--- src/rtl/crbus_pkg.sv ---
package crbus_pkg;

    localparam int unsigned CR_W = 16;

    typedef logic [CR_W-1:0] cr_word_t;

    typedef enum logic [1:0] {
        OP_READ  = 2'b00,
        OP_WRITE = 2'b01,
        OP_RMW   = 2'b10,
        OP_READB = 2'b11
    } cr_op_e;

    typedef enum logic [1:0] {
        PH_ADDR,
        PH_DATA,
        PH_READ,
        PH_COMMIT
    } cr_phase_e;

    typedef enum logic [1:0] {
        PS_IDLE,
        PS_SETTLE,
        PS_HIGH,
        PS_LOW
    } cr_pstate_e;

    typedef enum logic [2:0] {
        SQ_IDLE,
        SQ_ADDR,
        SQ_READ,
        SQ_ADDR2,
        SQ_DATA,
        SQ_COMMIT
    } cr_seq_e;

    typedef struct packed {
        logic cap_addr;
        logic cap_data;
        logic rd;
        logic wr;
    } cr_strobe_t;

    typedef struct packed {
        cr_op_e   op;
        cr_word_t addr;
        cr_word_t wdata;
        cr_word_t mask;
    } cr_req_t;

    function automatic cr_word_t rmw_merge(cr_word_t old, cr_word_t mask, cr_word_t val);
        return (old & ~mask) | val;
    endfunction

    function automatic cr_strobe_t strobe_for(cr_phase_e k);
        cr_strobe_t s;
        s = '0;
        case (k)
            PH_ADDR:   s.cap_addr = 1'b1;
            PH_DATA:   s.cap_data = 1'b1;
            PH_READ:   s.rd       = 1'b1;
            default:   s.wr       = 1'b1;
        endcase
        return s;
    endfunction

    // Capture phases settle for the full count, read and commit for one cycle.
    function automatic int unsigned settle_len(cr_phase_e k, int unsigned n);
        return (k == PH_ADDR || k == PH_DATA) ? n : 1;
    endfunction

    function automatic cr_seq_e next_step(cr_seq_e s, cr_op_e op);
        case (s)
            SQ_ADDR:  return (op == OP_WRITE) ? SQ_DATA : SQ_READ;
            SQ_READ:  return (op == OP_RMW) ? SQ_ADDR2 : SQ_IDLE;
            SQ_ADDR2: return SQ_DATA;
            SQ_DATA:  return SQ_COMMIT;
            default:  return SQ_IDLE;
        endcase
    endfunction

    function automatic cr_phase_e phase_of(cr_seq_e s);
        case (s)
            SQ_READ:   return PH_READ;
            SQ_DATA:   return PH_DATA;
            SQ_COMMIT: return PH_COMMIT;
            default:   return PH_ADDR;
        endcase
    endfunction

endpackage

--- src/rtl/crbus_phase.sv ---
module crbus_phase
    import crbus_pkg::*;
#(
    parameter int unsigned SETTLE_CYC = 2,
    parameter int unsigned TMO_CYC    = 200
) (
    input  logic       clk,
    input  logic       rst,
    input  logic       start,
    input  cr_phase_e  kind,
    input  cr_word_t   word,
    input  logic       ack,
    input  cr_word_t   dout,
    output cr_word_t   din,
    output cr_strobe_t stb,
    output logic       fin,
    output logic       fin_err,
    output cr_word_t   rd_word
);
    localparam int unsigned SW = $clog2(SETTLE_CYC + 1);
    localparam int unsigned TW = $clog2(TMO_CYC + 1);
    localparam logic [TW-1:0] T_LAST = TW'(TMO_CYC - 1);

    cr_pstate_e    st;
    cr_phase_e     kind_q;
    logic [SW-1:0] scnt;
    logic [TW-1:0] tcnt;
    logic          any_stb;

    assign any_stb = |stb;

    always_ff @(posedge clk) begin
        if (rst) begin
            st      <= PS_IDLE;
            kind_q  <= PH_ADDR;
            din     <= '0;
            stb     <= '0;
            fin     <= 1'b0;
            fin_err <= 1'b0;
            scnt    <= '0;
            tcnt    <= '0;
            rd_word <= '0;
        end else begin
            fin     <= 1'b0;
            fin_err <= 1'b0;
            case (st)
                PS_IDLE: begin
                    if (start) begin
                        kind_q <= kind;
                        din    <= (kind == PH_READ) ? '0 : word;
                        scnt   <= SW'(settle_len(kind, SETTLE_CYC));
                        st     <= PS_SETTLE;
                    end
                end
                PS_SETTLE: begin
                    if (scnt <= SW'(1)) begin
                        stb  <= strobe_for(kind_q);
                        tcnt <= '0;
                        st   <= PS_HIGH;
                    end else begin
                        scnt <= scnt - SW'(1);
                    end
                end
                PS_HIGH: begin
                    if (ack) begin
                        stb  <= '0;
                        tcnt <= '0;
                        st   <= PS_LOW;
                        if (kind_q == PH_READ) rd_word <= dout;
                    end else if (tcnt == T_LAST) begin
                        stb     <= '0;
                        din     <= '0;
                        fin     <= 1'b1;
                        fin_err <= 1'b1;
                        st      <= PS_IDLE;
                    end else begin
                        tcnt <= tcnt + TW'(1);
                    end
                end
                default: begin
                    if (!ack) begin
                        din <= '0;
                        fin <= 1'b1;
                        st  <= PS_IDLE;
                    end else if (tcnt == T_LAST) begin
                        din     <= '0;
                        fin     <= 1'b1;
                        fin_err <= 1'b1;
                        st      <= PS_IDLE;
                    end else begin
                        tcnt <= tcnt + TW'(1);
                    end
                end
            endcase
        end
    end

    a_r2_one_strobe: assert property (@(posedge clk) disable iff (rst)
        $onehot0(stb));

    a_r3_settled_rise: assert property (@(posedge clk) disable iff (rst)
        $rose(any_stb) |-> ($stable(din) && $past(st) == PS_SETTLE));

    a_r4_word_held: assert property (@(posedge clk) disable iff (rst)
        (any_stb && $past(any_stb)) |-> $stable(din));

    a_r4_wait_ack: assert property (@(posedge clk) disable iff (rst)
        (any_stb && !ack && tcnt != T_LAST) |=> any_stb);

    a_r4_release_seen: assert property (@(posedge clk) disable iff (rst)
        (fin && !fin_err) |-> !$past(ack));

    a_r5_read_zero: assert property (@(posedge clk) disable iff (rst)
        stb.rd |-> (din == '0));

    a_r8_abort_quiet: assert property (@(posedge clk) disable iff (rst)
        fin_err |-> (stb == '0 && din == '0));

endmodule

--- src/rtl/crbus_seq.sv ---
module crbus_seq
    import crbus_pkg::*;
(
    input  logic      clk,
    input  logic      rst,
    input  logic      req_valid,
    input  cr_req_t   req,
    output logic      ready,
    output logic      done,
    output logic      err,
    output cr_word_t  rdata,
    output logic      pstart,
    output cr_phase_e pkind,
    output cr_word_t  pword,
    input  logic      pfin,
    input  logic      pfin_err,
    input  cr_word_t  prd_word
);
    cr_seq_e  st;
    cr_seq_e  nxt;
    cr_req_t  req_q;
    cr_word_t wword;
    logic     launch;

    assign ready  = (st == SQ_IDLE);
    assign nxt    = next_step(st, req_q.op);
    assign pstart = launch;
    assign pkind  = phase_of(st);
    assign pword  = (st == SQ_ADDR || st == SQ_ADDR2) ? req_q.addr : wword;

    always_ff @(posedge clk) begin
        if (rst) begin
            st     <= SQ_IDLE;
            req_q  <= '0;
            wword  <= '0;
            launch <= 1'b0;
            done   <= 1'b0;
            err    <= 1'b0;
            rdata  <= '0;
        end else begin
            done   <= 1'b0;
            err    <= 1'b0;
            launch <= 1'b0;
            if (st == SQ_IDLE) begin
                if (req_valid) begin
                    req_q  <= req;
                    wword  <= req.wdata;
                    st     <= SQ_ADDR;
                    launch <= 1'b1;
                end
            end else if (pfin) begin
                if (pfin_err) begin
                    done <= 1'b1;
                    err  <= 1'b1;
                    st   <= SQ_IDLE;
                end else begin
                    if (st == SQ_READ) begin
                        rdata <= prd_word;
                        wword <= rmw_merge(prd_word, req_q.mask, req_q.wdata);
                    end
                    if (nxt == SQ_IDLE) done <= 1'b1;
                    else                launch <= 1'b1;
                    st <= nxt;
                end
            end
        end
    end

    a_r10_err_with_done: assert property (@(posedge clk) disable iff (rst)
        err |-> done);

    a_r10_done_idle: assert property (@(posedge clk) disable iff (rst)
        done |-> ready);

    a_r9_hold_cmd: assert property (@(posedge clk) disable iff (rst)
        (!ready && $past(!ready)) |-> $stable(req_q));

    a_r8_no_next_phase: assert property (@(posedge clk) disable iff (rst)
        (pfin && pfin_err) |=> !pstart);

endmodule

--- src/rtl/crbus_master.sv ---
module crbus_master
    import crbus_pkg::*;
#(
    parameter int unsigned SETTLE_CYC = 2,
    parameter int unsigned TMO_CYC    = 200
) (
    input  logic        clk,
    input  logic        rst,
    input  logic        req_valid,
    input  logic [1:0]  req_op,
    input  logic [15:0] req_addr,
    input  logic [15:0] req_wdata,
    input  logic [15:0] req_mask,
    output logic        ready,
    output logic        done,
    output logic        err,
    output logic [15:0] rdata,
    output logic [15:0] cr_din,
    output logic        cr_cap_addr,
    output logic        cr_cap_data,
    output logic        cr_rd,
    output logic        cr_wr,
    input  logic [15:0] cr_dout,
    input  logic        cr_ack
);
    cr_req_t    req;
    cr_strobe_t stb;
    logic       pstart, pfin, pfin_err;
    cr_phase_e  pkind;
    cr_word_t   pword, prd_word;

    assign req = '{op: cr_op_e'(req_op), addr: req_addr, wdata: req_wdata, mask: req_mask};

    crbus_seq u_seq (
        .clk      (clk),
        .rst      (rst),
        .req_valid(req_valid),
        .req      (req),
        .ready    (ready),
        .done     (done),
        .err      (err),
        .rdata    (rdata),
        .pstart   (pstart),
        .pkind    (pkind),
        .pword    (pword),
        .pfin     (pfin),
        .pfin_err (pfin_err),
        .prd_word (prd_word)
    );

    crbus_phase #(
        .SETTLE_CYC(SETTLE_CYC),
        .TMO_CYC   (TMO_CYC)
    ) u_phase (
        .clk    (clk),
        .rst    (rst),
        .start  (pstart),
        .kind   (pkind),
        .word   (pword),
        .ack    (cr_ack),
        .dout   (cr_dout),
        .din    (cr_din),
        .stb    (stb),
        .fin    (pfin),
        .fin_err(pfin_err),
        .rd_word(prd_word)
    );

    assign cr_cap_addr = stb.cap_addr;
    assign cr_cap_data = stb.cap_data;
    assign cr_rd       = stb.rd;
    assign cr_wr       = stb.wr;

endmodule

--- config.mk ---
export PLATFORM = sky130hd
export DESIGN_NAME = crbus_master
export DESIGN_NICKNAME = d
export VERILOG_FILES = /design/src/rtl/crbus_pkg.sv /design/src/rtl/crbus_phase.sv /design/src/rtl/crbus_seq.sv /design/src/rtl/crbus_master.sv
export SDC_FILE = /design/constraint.sdc
export NUM_CORES = 1
export LEC_CHECK = 0
export BUFFER_PORTS_ARGS = -buffer_cell sky130_fd_sc_hd__buf_4
export CORE_AREA = 2 2 113 115
export DETAILED_ROUTE_END_ITERATION = 8
export DIE_AREA = 0 0 115 117
export GPL_ROUTABILITY_DRIVEN = 0
export GPL_TIMING_DRIVEN = 0
export PLACE_DENSITY = 0.75
export SYNTH_ARGS = -nofsm -noshare
export SYNTH_HDL_FRONTEND = slang
export SYNTH_SLANG_ARGS = --single-unit
--- constraint.sdc ---
create_clock -name clk -period 2.05 [get_ports clk]
set_clock_uncertainty 0.15 [all_clocks]
set_input_delay 0 -clock clk [delete_from_list [all_inputs] [get_ports clk]]
set_output_delay 0 -clock clk [all_outputs]
set_load 0.01 [all_outputs]
# Word-level counts from Yosys, hierarchy flattened
# Index checks and enable logic that the tools add are counted.
dict set report classes {
  bitwise_logic 8
  muxes 57
  magnitude_cmp 1
  eq_ne 21
  addsub 2
  reduce_logical 26
}
# op count
set op_table {}
lappend op_table {{$mux W16} 11}
lappend op_table {{$pmux W16 S3} 1}
lappend op_table {{$mux W8} 4}
lappend op_table {{$pmux W8 S3} 1}
lappend op_table {{$mux W2} 9}
lappend op_table {{$and A16 B16 Y16} 1}
lappend op_table {{$mux W1} 16}
lappend op_table {{$not A16 Y16} 1}
lappend op_table {{$or A16 B16 Y16} 1}
lappend op_table {{$mux W3} 5}
lappend op_table {{$reduce_and A3 Y1} 5}
lappend op_table {{$mux W4} 3}
lappend op_table {{$pmux W2 S3} 2}
lappend op_table {{$pmux W3 S4} 1}
lappend op_table {{$ne A2 B2 Y1 const B} 5}
lappend op_table {{$add A8 B1 Y8 const B} 1}
lappend op_table {{$eq A2 B1 Y1 const B} 4}
lappend op_table {{$eq A2 B2 Y1 const B} 4}
lappend op_table {{$eq A8 B8 Y1 const B} 1}
lappend op_table {{$pmux W4 S2} 1}
lappend op_table {{$reduce_and A2 Y1} 4}
lappend op_table {{$reduce_and A4 Y1} 2}
lappend op_table {{$reduce_bool A2 Y1} 4}
lappend op_table {{$eq A3 B2 Y1 const B} 2}
lappend op_table {{15 further kinds} 26}
dict set report totals {
  word_cells 137
  inputBits 70
  output_inout_bits 39
  ff_bits 140
}

# Depth between registers and ports, before layout
dict set report depth {
  depth_word 8
  mapped_depth 8
}

# Modules after synthesis
# A second synthesis with hierarchy kept.
dict set report hier_totals {
  hier_cells 721
  hier_area_um2 6247.2
}
# mod cells_per_inst instances seq_area_each_um2 area_each_um2
set modules_own_cells {}
lappend modules_own_cells {crbus_seq 473 1 1761.7 3958.8}
lappend modules_own_cells {crbus_phase 248 1 1041.0 2288.4}

# Least setup slack after synthesis
# OpenSTA, ideal clock, no wires.
dict set report synth_timing {
  path_type {register -> register}
  from {register u_phase.st[1]}
  to {register, netlist name u_phase.stb[1]}
  arrival_time_ps 1704
  period_less_slack_ps 1925
  t_required_ps 1830
  n_path_buf 0
  setup_slack_ps 125
  setup_ps 70
  stages_incl_launch_ff 7
  cell_sequence {dfxtp_1 > inv_1 > ha_1 > nand3b_1 > nand2_1 > or4b_2 > a21oi_1}
}
dict set report synth_between {
  elab_chain_len 3
}
# item line_no
set synth_rtl {}
lappend synth_rtl {{start: declaration} crbus_phase.sv:24} ;# cr_pstate_e st;
lappend synth_rtl {{start signal: assignment} crbus_phase.sv:34} ;# st <= PS_IDLE;
lappend synth_rtl {{start signal: assignment} crbus_phase.sv:52} ;# st <= PS_SETTLE;
lappend synth_rtl {{start signal: assignment} crbus_phase.sv:59} ;# st <= PS_HIGH;
lappend synth_rtl {{$eq A2 B2 Y1 / $eq A2 B1 Y1 (equally long branches)} crbus_phase.sv:46} ;# case (st)
lappend synth_rtl {{$ne A3 B2 Y1 (no line) (tied with other cells)} n/a}
lappend synth_rtl {{$reduce_and A3 Y1 (no line)} n/a}
# Several ways; a longest one is shown, not always the timed one.
# A chain may end at the register's enable or synchronous reset.

# Final worst setup path
dict set report layout_timing {
  from {register u_phase.st[1]}
  to {register, netlist name u_phase.stb[2]}
}
dict set report layout_between {
  elab_chain_len 3
}
# item line_no
set layout_rtl {}
lappend layout_rtl {{$eq A2 B2 Y1 / $eq A2 B1 Y1 (equally long branches)} crbus_phase.sv:46}
lappend layout_rtl {{$ne A3 B2 Y1 (no line) (tied with other cells)} n/a}
lappend layout_rtl {{$reduce_and A3 Y1 (no line)} n/a}
# Several ways; a longest one is shown, not always the timed one.

==> run metrics <==
I/O pins 109; Setup Viol. Count Final 0; internal power 5670 uW; Core Footprint 0.0123 mm^2; Root Driver clkbuf_16; FF+latch count, synth 140; WS Path Type reg2reg; commonest non-fill, non-tap cell in the layout nand2_1; die area 0.0135 mm^2; CTS tree built; WHS 0.216 ns; Seq pwr share 0.379; initial antenna violation count 0; Hold Path Class in2reg; clock sink count 140; ant diodes 0; 1st-pass router iterations 7; Final HPWL DP 11700 um; adder-cell share of the synthesized area 0.0125; post-synthesis compound-gate area fraction 0.182; syn nets 819; max-cap viol count 0; final worst path period need 1.98 ns; power per cell area 939 mW/mm^2; Combinational Power Share 0.211; Setup crit end kind flop; Synth Warn # 0; Sw Ratio 0.286; Slew headroom 0.581; setup slack, reg-to-reg 0.07 ns; CP max FO 8; htree depth 4; synthesized area per cell 8.08 um^2; Clock Path Buffers 2; Post-synth EDFFs 0; post-route ant nets 0; maximum vdd ir drop 468 uV; required time worst endpoint 2.25 ns; setup repair after global routing missed its margin yes; initial core utilization 0.488; worst hold path startpoint req_addr[14]; CP startpoint kind flop; leak pwr 0.00344 uW; Finished Cell Area 0.00845 mm^2; first-pass GRT wire length 27100 um; largest family of logic cells by synthesized area simple AND/OR/NAND/NOR gates; ys flop type dfxtp_1; f_max 0.505 GHz; Hold Crit Endpoint u_seq.req_q[46]$_SDFFE_PP0P_; worst endpoint data arrival time 2.18 ns; most frequent cells in the layout nand2_1, dfxtp_1, buf_4; R2R Path Start u_phase.st[1]$_SDFFE_PP0P_; Final Max Slew Viols 0; vias in the first global route 5639; Worst R2R End u_phase.stb[2]$_SDFFE_PP0P_; GRT Util Overall 0.262; Routed wire per std cell 16.0 um; largest net degree at the start of global routing 17; Setup TNS 0 ns; status complete, no violations; Synth Area in XOR/XNOR 0; layout cells sized above 1 0.216; Hold Path Depth 4; area delta synth->final 40.8%; utilization after layout 0.687; clk slew on worst S/H paths 0.06 ns; simple-gate area share of the yosys netlist 0.224; total number of vias 6077; worst-skew pair later-pin latency 0.42 ns; total CTS buffers 17; Synth Cell Area 0.00601 mm^2; ys async rst share 0; Rows 41; total net switching power 2270 uW; slew at the pin closest to its max-slew limit 0.628 ns; Synth cell types 50; Clock power frac 0.411; Final nets 1023; Die Y-Extent 117 um; Placed Area 0.00700 mm^2; Reg2Reg Depth 6; mux contribution to synthesized area 0.0602; I/O Buffers 107; sequential fraction of the synthesis area 0.467; Period Utilization, post-route 0.966; Die Span X 115 um; Hold Fails Final Rpt 0; grt ovf 0; Post-Synthesis Cells 743; drt initial violations 445; WL final 17700 um; Vias/cell 5.47; Remaining DRCs 0
power groups by stage:
stage	Combinational, uW	Clock [uW]	Sequential, uW
2_1_floorplan	927	0	3030
3_3_place_gp	1360	0	3050
3_5_place_dp	1370	0	3050
4_1_cts	1530	3270	2990
5_1_grt	1850	3390	3020
6_report	1670	3260	3010
metrics by stage:
step,total power (uW),cells,setup WS [ns]
after floorplan,3960,743,0.125
final,7940,1110,0.0703
after CTS,7800,1105,0.0121
after global placement,4400,1000,-0.202
after global routing,8270,1110,-0.0120
after detailed placement,4420,1000,-0.251
worst max path at each step:
stage | start | to | slack [ns]
after floorplan | u_phase.st[1]$_SDFFE_PP0P_ | u_phase.stb[1]$_SDFFE_PP0P_ | 0.13
after global placement | u_phase.st[1]$_SDFFE_PP0P_ | u_phase.din[9]$_SDFFE_PP0P_ | -0.20
after detailed placement | u_phase.st[1]$_SDFFE_PP0P_ | u_phase.din[9]$_SDFFE_PP0P_ | -0.25
after CTS | u_phase.st[1]$_SDFFE_PP0P_ | u_phase.stb[2]$_SDFFE_PP0P_ | 0.01
after global routing | u_phase.st[1]$_SDFFE_PP0P_ | u_phase.stb[1]$_SDFFE_PP0P_ | -0.01
final | u_phase.st[1]$_SDFFE_PP0P_ | u_phase.stb[2]$_SDFFE_PP0P_ | 0.07
final cells by class:
class                           instances  area, um^2
Fill cell                             980        3860
Multi-Input combinational cell        527        2910
Sequential cell                       140        2810
Timing Repair Buffer                  188        1590
Clock buffer                           19         433
Buffer                                 46         239
Clock inverter                         13         191
Tap cell                              150         188
Inverter                               27         101
sequential cells by signal, summed over array words and instances, names as in the netlist:
name	flops
u_phase.tcnt	8
u_phase.din	16
u_phase.st	2
u_phase.rd_word	16
u_phase.fin	1
u_seq.rdata	16
u_seq.wword	16
u_phase.fin_err	1
u_phase.stb	4
u_seq.st	3
u_seq.done	1
u_seq.pstart	1
u_seq.req_q	50
u_phase.scnt	2
u_seq.err	1
u_phase.kind_q	2
logic make-up after synthesis:
group	Yosys count
adders and majority gates	6
buffers and inverters	76
AOI/OAI and AO/OA	184
muxes	34
DFF	140
and+or+nand+nor	303
critical path, stage by stage (launching register included):
cell	delay (ns)
dfxtp_2	0.36
inv_1	0.10
ha_4	0.20
nand3b_1	0.19
nand2_2	0.11
or4b_2	0.62
a21oi_1	0.16
cell usage after synthesis, types with 2 or more instances:
master	instances	area (um^2)
nand2_1	192	721
mux2_2	17	191
nor3_1	2	10.0
clkbuf_1	32	120
o21ai_0	9	45.0
buf_6	4	45.0
nand4_1	2	12.5
buf_2	12	60.1
nand3_1	19	95.1
dfxtp_1	140	2800
inv_1	27	101
a21oi_1	118	591
or4b_2	2	20.0
nor2_1	42	158
mux2i_1	17	170
nor3b_1	3	22.5
o22ai_1	2	12.5
or2_2	2	12.5
a31oi_1	18	113
nor2b_1	7	43.8
ha_1	6	75.1
a211o_1	16	140
a311oi_1	2	17.5
or3_1	9	56.3
o32ai_1	8	70.1
nand2b_1	11	68.8
metal layers:
| layer | global-route usage | vias to the layer above | routed length [um] |
|---|---|---|---|
| met4 | 0.114 | 0 | 600 |
| li1 | - | 2947 | - |
| met2 | 0.445 | 211 | 8580 |
| met1 | 0.323 | 2870 | 7570 |
| met5 | 0 | - | 0 |
| met3 | 0.0546 | 49 | 969 |
repair_timing:
| item | 4_1_cts | 5_1_grt |
|---|---|---|
| hold endpoints to repair | 89 | 0 |
| hold buffers | 70 | 0 |
| resized for setup | 7 | 28 |
| pin swaps | 1 | 3 |
| setup endpoints to repair | 29 | 55 |
| buffers inserted | 3 | 8 |
(Power assumes the default switching activity.)
